### config.mk
export PLATFORM = sky130hd
export DESIGN_NAME = pwm_timebase
export DESIGN_NICKNAME = d
export VERILOG_FILES = /design/src/rtl/pwm_timebase.sv
export SDC_FILE = /design/constraint.sdc
export NUM_CORES = 1
export LEC_CHECK = 0
export BUFFER_PORTS_ARGS = -buffer_cell sky130_fd_sc_hd__buf_2
export CAP_MARGIN = 20
export CORE_ASPECT_RATIO = 2
export CORE_MARGIN = 2
export CORE_UTILIZATION = 58
export DETAILED_ROUTE_END_ITERATION = 10
export GPL_ROUTABILITY_DRIVEN = 0
export PLACE_DENSITY = 0.81
export SETUP_SLACK_MARGIN = 0.05
export SYNTH_ARGS = -nofsm -noshare
export SYNTH_HDL_FRONTEND = slang
export SYNTH_SLANG_ARGS = --single-unit
export TNS_END_PERCENT = 50
### constraint.sdc
create_clock -name clk -period 4.1 [get_ports clk]
set_clock_uncertainty 0.15 [all_clocks]
set_input_delay 0.615 -clock clk [delete_from_list [all_inputs] [get_ports clk]]
set_output_delay 0.615 -clock clk [all_outputs]
set_load 0.02 [all_outputs]
### src/rtl/pwm_timebase.sv
module pwm_timebase #(
  parameter int CNT_W  = 20,
  parameter int DIV_W  = 18,
  parameter int FRAC_W = 8,
  parameter int RES_W  = 5
) (
  input  logic             clk,
  input  logic             rst_n,
  input  logic             src_fast,
  input  logic             ref_tick,
  input  logic [DIV_W-1:0] div_cfg,
  input  logic [RES_W-1:0] res_bits,
  input  logic             pause,
  input  logic             cnt_clr,
  output logic [CNT_W-1:0] cnt_val,
  output logic             period_stb,
  output logic             ovf_irq
);
  localparam int INT_W = DIV_W - FRAC_W;
  localparam int LIM_W = INT_W + 1;

  logic [LIM_W-1:0]  phase_q;
  logic [FRAC_W-1:0] acc_q;
  logic              ext_q;
  logic [CNT_W-1:0]  cnt_q;
  logic              stb_q;

  wire [INT_W-1:0]  int_part = div_cfg[DIV_W-1:FRAC_W];
  wire [FRAC_W-1:0] frac     = div_cfg[FRAC_W-1:0];
  wire [LIM_W-1:0]  int_eff  = (int_part == '0) ? LIM_W'(1) : {1'b0, int_part};
  wire [LIM_W-1:0]  lim      = int_eff + LIM_W'(ext_q);
  wire              last     = phase_q >= lim - LIM_W'(1);
  wire              tick     = src_fast | ref_tick;
  wire              adv      = tick & ~pause & ~cnt_clr;

  logic              carry;
  logic [FRAC_W-1:0] acc_sum;
  assign {carry, acc_sum} = {1'b0, acc_q} + {1'b0, frac};

  wire [RES_W-1:0] res_eff = (res_bits > RES_W'(CNT_W)) ? RES_W'(CNT_W) : res_bits;
  wire [CNT_W:0]   span    = {{CNT_W{1'b0}}, 1'b1} << res_eff;
  wire [CNT_W-1:0] term    = CNT_W'(span - 1'b1);
  wire             wrap    = cnt_q >= term;

  always_ff @(posedge clk or negedge rst_n) begin
    if (!rst_n) begin
      phase_q <= '0;
      acc_q   <= '0;
      ext_q   <= 1'b0;
      cnt_q   <= '0;
      stb_q   <= 1'b0;
    end else if (cnt_clr) begin
      phase_q <= '0;
      acc_q   <= '0;
      ext_q   <= 1'b0;
      cnt_q   <= '0;
      stb_q   <= 1'b0;
    end else begin
      stb_q <= 1'b0;
      if (adv) begin
        if (last) begin
          phase_q <= '0;
          acc_q   <= acc_sum;
          ext_q   <= carry;
          if (wrap) begin
            cnt_q <= '0;
            stb_q <= 1'b1;
          end else begin
            cnt_q <= cnt_q + 1'b1;
          end
        end else begin
          phase_q <= phase_q + 1'b1;
        end
      end
    end
  end

  assign cnt_val    = cnt_q;
  assign period_stb = stb_q;
  assign ovf_irq    = stb_q;

  a_r1_no_tick_hold: assert property (@(posedge clk) disable iff (!rst_n)
    (!src_fast && !ref_tick && !cnt_clr) |=> (cnt_q == $past(cnt_q)));

  a_r4_pause_hold: assert property (@(posedge clk) disable iff (!rst_n)
    (pause && !cnt_clr) |=> (cnt_q == $past(cnt_q) && !stb_q));

  a_r5_clear_zero: assert property (@(posedge clk) disable iff (!rst_n)
    cnt_clr |=> (cnt_q == '0 && !stb_q));

  a_r7_stb_at_zero: assert property (@(posedge clk) disable iff (!rst_n)
    stb_q |-> (cnt_q == '0));

  a_r6_step_rule: assert property (@(posedge clk) disable iff (!rst_n)
    1'b1 |=> (cnt_q == $past(cnt_q) || cnt_q == $past(cnt_q) + 1'b1 || cnt_q == '0));
endmodule

After elaboration in Yosys (flattened, before gate mapping) --
Index checks and enable logic that the tools add are counted.
Word-level totals: register bits after elaboration 41, bits of input ports 29, output and inout bits 22, logic and storage cells 43
Operators by class: $add $sub $neg 6, order comparisons 3, shifts and indexed selects 1, multiplexer cells 19, bitwise logic cells 5, reduce and logical (&&, ||, !) cells 4
Operators with widths (number):
- 20-bit two-way mux | 4
- 11-bit two-way mux | 3
- 8-bit two-way mux | 3
- 20-bit by 1-bit adder with 20-bit output, second input constant | 1
- 20-bit >= comparator | 1
- 1-bit by 5-bit << shifter with 20-bit output, first input constant | 1
- 20-bit by 1-bit subtractor with 20-bit output, second input constant | 1
- 10-bit by 1-bit adder with 11-bit output | 1
- 11-bit by 1-bit adder with 11-bit output, second input constant | 1
- 11-bit >= comparator | 1
- 11-bit by 1-bit subtractor with 11-bit output, second input constant | 1
- 10-bit zero test | 1
- 10-bit two-way mux | 1
- 8-bit by 8-bit adder with 9-bit output | 1
- 1-bit two-way mux | 7
- 5-bit > comparator, second input constant | 1
- 5-bit two-way mux | 1
- 2-bit nonzero test | 2
- 1-bit AND | 2
- 1-bit inverter | 2
- 2-bit AND reduction | 1
- 1-bit OR | 1

Longest topological paths before layout --
depth in word-level cells 9, gate-level depth with buffers 18, gate-level depth less buffers 16

Least setup slack after synthesis --
No wires, ideal clock.
kind input-to-reg, start input res_bits[0], end register cnt_q[18], in the netlist cnt_val[18], setup time 76 ps, data arrival time 3896 ps, required time 3874 ps, path slack -22 ps, stages on the path 16, buffers on the path 2, cells stage by stage clkbuf_1 or3_1 or3_1 ha_1 nor3_1 a31oi_1 nor2_1 a21oi_1 ha_1 a21oi_1 a21boi_0 o31ai_1 nand3_2 buf_6 or4_1 o21ai_1
On the way: cells in the longest elaborated chain, start to end 9
Ends and longest elaborated chain:
- from (decl) | RTL line 12 | input logic [RES_W-1:0] res_bits,
- 5-bit > comparator | RTL line 40 | wire [RES_W-1:0] res_eff = (res_bits > RES_W'(CNT_W)) ? RES_W'(CNT_W) : res_bits;
- 5-bit two-way mux (*) | RTL line 40
- 1-bit by 5-bit << shifter with 20-bit output (*) | RTL line 41 | wire [CNT_W:0] span = {{CNT_W{1'b0}}, 1'b1} << res_eff;
- 20-bit by 1-bit subtractor with 20-bit output (*) | RTL line 42 | wire [CNT_W-1:0] term = CNT_W'(span - 1'b1);
- 20-bit >= comparator (*) | RTL line 43 | wire wrap = cnt_q >= term;
- 20-bit two-way mux (*) | RTL line 65 | if (wrap) begin
- 20-bit two-way mux (*) | RTL line 61 | if (last) begin
- 20-bit two-way mux (*) | RTL line 60 | if (adv) begin
- 20-bit two-way mux (*) | RTL line 52 | end else if (cnt_clr) begin
- to (signal assigned) | RTL line 69 | cnt_q <= cnt_q + 1'b1;
- to (decl) | RTL line 25 | logic [CNT_W-1:0] cnt_q;
Every way passes the cells marked *; elsewhere a longest branch is shown, timed or not. The select of a mux whose other input is x is not followed. A chain may end at the register's enable or synchronous reset.

Worst setup path in the final report --
start input div_cfg[12], end register cnt_q[2], in the netlist cnt_val[2]
On the way: cells in the longest elaborated chain, start to end 7
Ends and longest elaborated chain:
- from (decl) | RTL line 11 | input logic [DIV_W-1:0] div_cfg,
- 10-bit zero test | RTL line 30 | wire [LIM_W-1:0] int_eff = (int_part == '0) ? LIM_W'(1) : {1'b0, int_part};
- 10-bit two-way mux (*) | RTL line 30
- 10-bit by 1-bit adder with 11-bit output (*) | RTL line 31 | wire [LIM_W-1:0] lim = int_eff + LIM_W'(ext_q);
- 11-bit by 1-bit subtractor with 11-bit output (*) | RTL line 32 | wire last = phase_q >= lim - LIM_W'(1);
- 11-bit >= comparator (*) | RTL line 32
- 2-bit nonzero test (no source line) (*)
- 2-bit AND reduction (no source line) (*)
Every way passes the cells marked *; elsewhere a longest branch is shown, timed or not.

==> metrics.yaml <==
fin_nets: 566
crit_required_ns: 4.17
drt-initial-drc-count: 283
hold_viol_final: 0
drv_cap: 0
die_w_um: 58.48
timing.fmax_mhz: 253.2
start_kind: "input port"
synthesis.instances: 420
firstDrtPassIters: 4
ys_warn_count: 0
root_buffer: "clkbuf_16"
p_int_mw: 0.7271
ios: 51
whs_ns: 0.3262
ys_seq_area_share_pct: 29.80
n_antenna_cell: 0
num-fill-cells: 443
layout-drive-gt1-share_pct: 24.19
route.detailed.drc: 0
cts.sinks: 41
crit_fanout: 5
tritoncts: "done"
comb_power_share_pct: 18.2
antenna_found_initial: 0
grt_max_degree: 42
endpoint_kind: "register"
placementRows: 39
ys_seq_elements: 41
cp.arrival_ns: 4.02
dieHeight_um: 113.0
mostFrequentLayoutCells: "buf_2, nand2_1, ha_1, dfrtp_1, o21ai_0"
clkLatencyLatePin_ns: 0.28
postRouteWirelength_um: 9256
switching_power_mw: 0.2677
core-area_um2: 5709
viasPerCell: 6.244
wire_per_inst_um: 16.74
clockBufferDepth: 2
drv_slew: 0
numCtsBuffers: 5
post-place-ws_ns: -0.3367
synth_top_area_cell: "dfrtp_1"
synth-edff-count: 0
gr-total-overflow: 0
grt_pass1_vias: 3486
dr_total_vias: 3453
syn_area_per_cell_um2: 8.198
ant_nets: 0
async_flop_share_pct: 100.0
place_area_um2: 3897
setup_slack_ns: 0.1505
synth_nets: 494
die_area_um2: 6606
htreeDepth: 2
synth_ff_type: "dfrtp_1"
outcome: "completed"
period_share_pct: 96.33
ys_types: 45
slew_headroom_pct: 36.81
grt_pass1_wl_um: 15170
power.density_nw_per_um2: 236.3
register_area_um2: 1026
mostFrequentLayoutCell: "buf_2"
peakVddDrop_v: 0.0003214
worst_pin_slew_ns: 0.9479
finalSetupViolations: 0
power.share.clock_pct: 39.4
io_buffers: 50
start_util_pct: 60.31
syn_area_um2: 3443
fin_area_um2: 4209
power_leakage_nw: 2.005
swShare_pct: 26.91
path_class: "input port to register"
hold_class: "input port to asynchronous set/reset pin"
synth_area_leaders: "dfrtp_1, ha_1, o21ai_0"
clkSlewWorstSetupHoldPaths_ns: 0.06
grt_use_total_pct: 29.39
area_delta_synth_final_pct: 22.24
dpl.hpwl_um: 6986
synth_top_area_share_pct: 29.80
power_frac_seq_pct: 42.4
hold_buffers: 0
multi_input_area_um2: 2394
rsz0062_at_grt: "no"
layout_min_cycle_time_ns: 3.949
==> synth_stat cells, types with 8 or more instances <==
cell type / instances
xor2_1: 12
nor3_1: 13
a21oi_1: 33
clkbuf_1: 11
nor2_1: 28
or3_1: 8
dfrtp_1: 41
ha_1: 44
xnor2_1: 13
o21ai_0: 38
nand2_1: 49
inv_1: 17
nand3_1: 25
==> kinds of logic (layout without fill, tap and decap cells) <==
logic type	Yosys count	in the layout	synth area share (%)
compound gates	112	112	19.84
xor+xnor	25	25	6.359
fa+ha+maj	45	45	16.57
buf+inv	34	106	4.179
flops	41	41	29.80
simple gates	163	163	23.26
==> timing repair <==
action,in CTS,in global routing
resized for setup,0,27
buffers inserted,1,6
setup endpoints to repair,5,30
hold endpoints to repair,0,0
pin swaps,1,15
==> metrics by stage <==
stage | TNS, ns | power [mW] | util [%] | instances
after floorplan | 0 | 0.5272 | - | 420
after global placement | -0.7087 | 0.5920 | 68.27 | 539
after detailed placement | -5.497 | 0.5995 | 68.27 | 539
after CTS | 0 | 0.9918 | 70.90 | 547
after global routing | 0 | 1.037 | 73.72 | 553
final | 0 | 0.9947 | 73.72 | 553
==> sequential cells by signal, summed over array words and instances (netlist names) <==
register,count
cnt_val,20
acc_q,8
phase_q,11
ovf_irq,1
ext_q,1
==> layer usage <==
| metal | global-route usage [%] | share of wire (%) | vias up |
|---|---|---|---|
| li1 | - | - | 1653 |
| met1 | 27.83 | 35 | 1664 |
| met2 | 55.96 | 57 | 104 |
| met3 | 3.771 | 2.8 | 32 |
| met4 | 17.83 | 4.8 | 0 |
| met5 | 0 | 0 | - |
==> critical path, stage by stage <==
cell      delay (ns)
buf_2           0.11
or4_4           0.55
nor3_4          0.22
a21oi_2         0.07
ha_2            0.18
buf_4           0.13
nand2_1         0.09
nor4_1          0.07
xnor2_1         0.13
ha_1            0.33
buf_4           0.13
nand3_2         0.10
nor2_2          0.14
a211oi_2        0.10
buf_4           0.16
o21ai_4         0.15
nand3_4         0.12
buf_4           0.18
buf_4           0.14
nor3b_1         0.20
a21o_1          0.11
==> worst paths after layout <==
check	start	endpoint	slack, ns	cells after the start
worst max-delay path	div_cfg[12]	cnt_val[2]	0.15	21
worst min-delay path	rst_n	acc_q[3]	0.33	1
worst max register to register	ext_q	cnt_val[2]	0.78	18
worst min register to register	acc_q[6]	acc_q[6]	0.34	2
max in group asynchronous	rst_n	cnt_val[14]	2.88	1
min in group clk	acc_q[6]	acc_q[6]	0.34	2
==> power groups by stage <==
stage	Sequential [mW]	Combinational [mW]	Clock, mW
detailed placement	0.429	0.171	0
floorplan	0.431	0.0959	0
finish	0.422	0.181	0.392
global route	0.423	0.200	0.414
global placement	0.428	0.164	0
CTS	0.421	0.172	0.398
==> area by class of cell <==
type | count | share of cell area (%)
Timing Repair Buffer | 82 | 12.04
Sequential cell | 41 | 24.38
Tap cell | 61 | 1.813
Clock buffer | 7 | 3.389
Multi-Input combinational cell | 345 | 56.87
Inverter | 17 | 1.516
(Power assumes the default switching activity.)
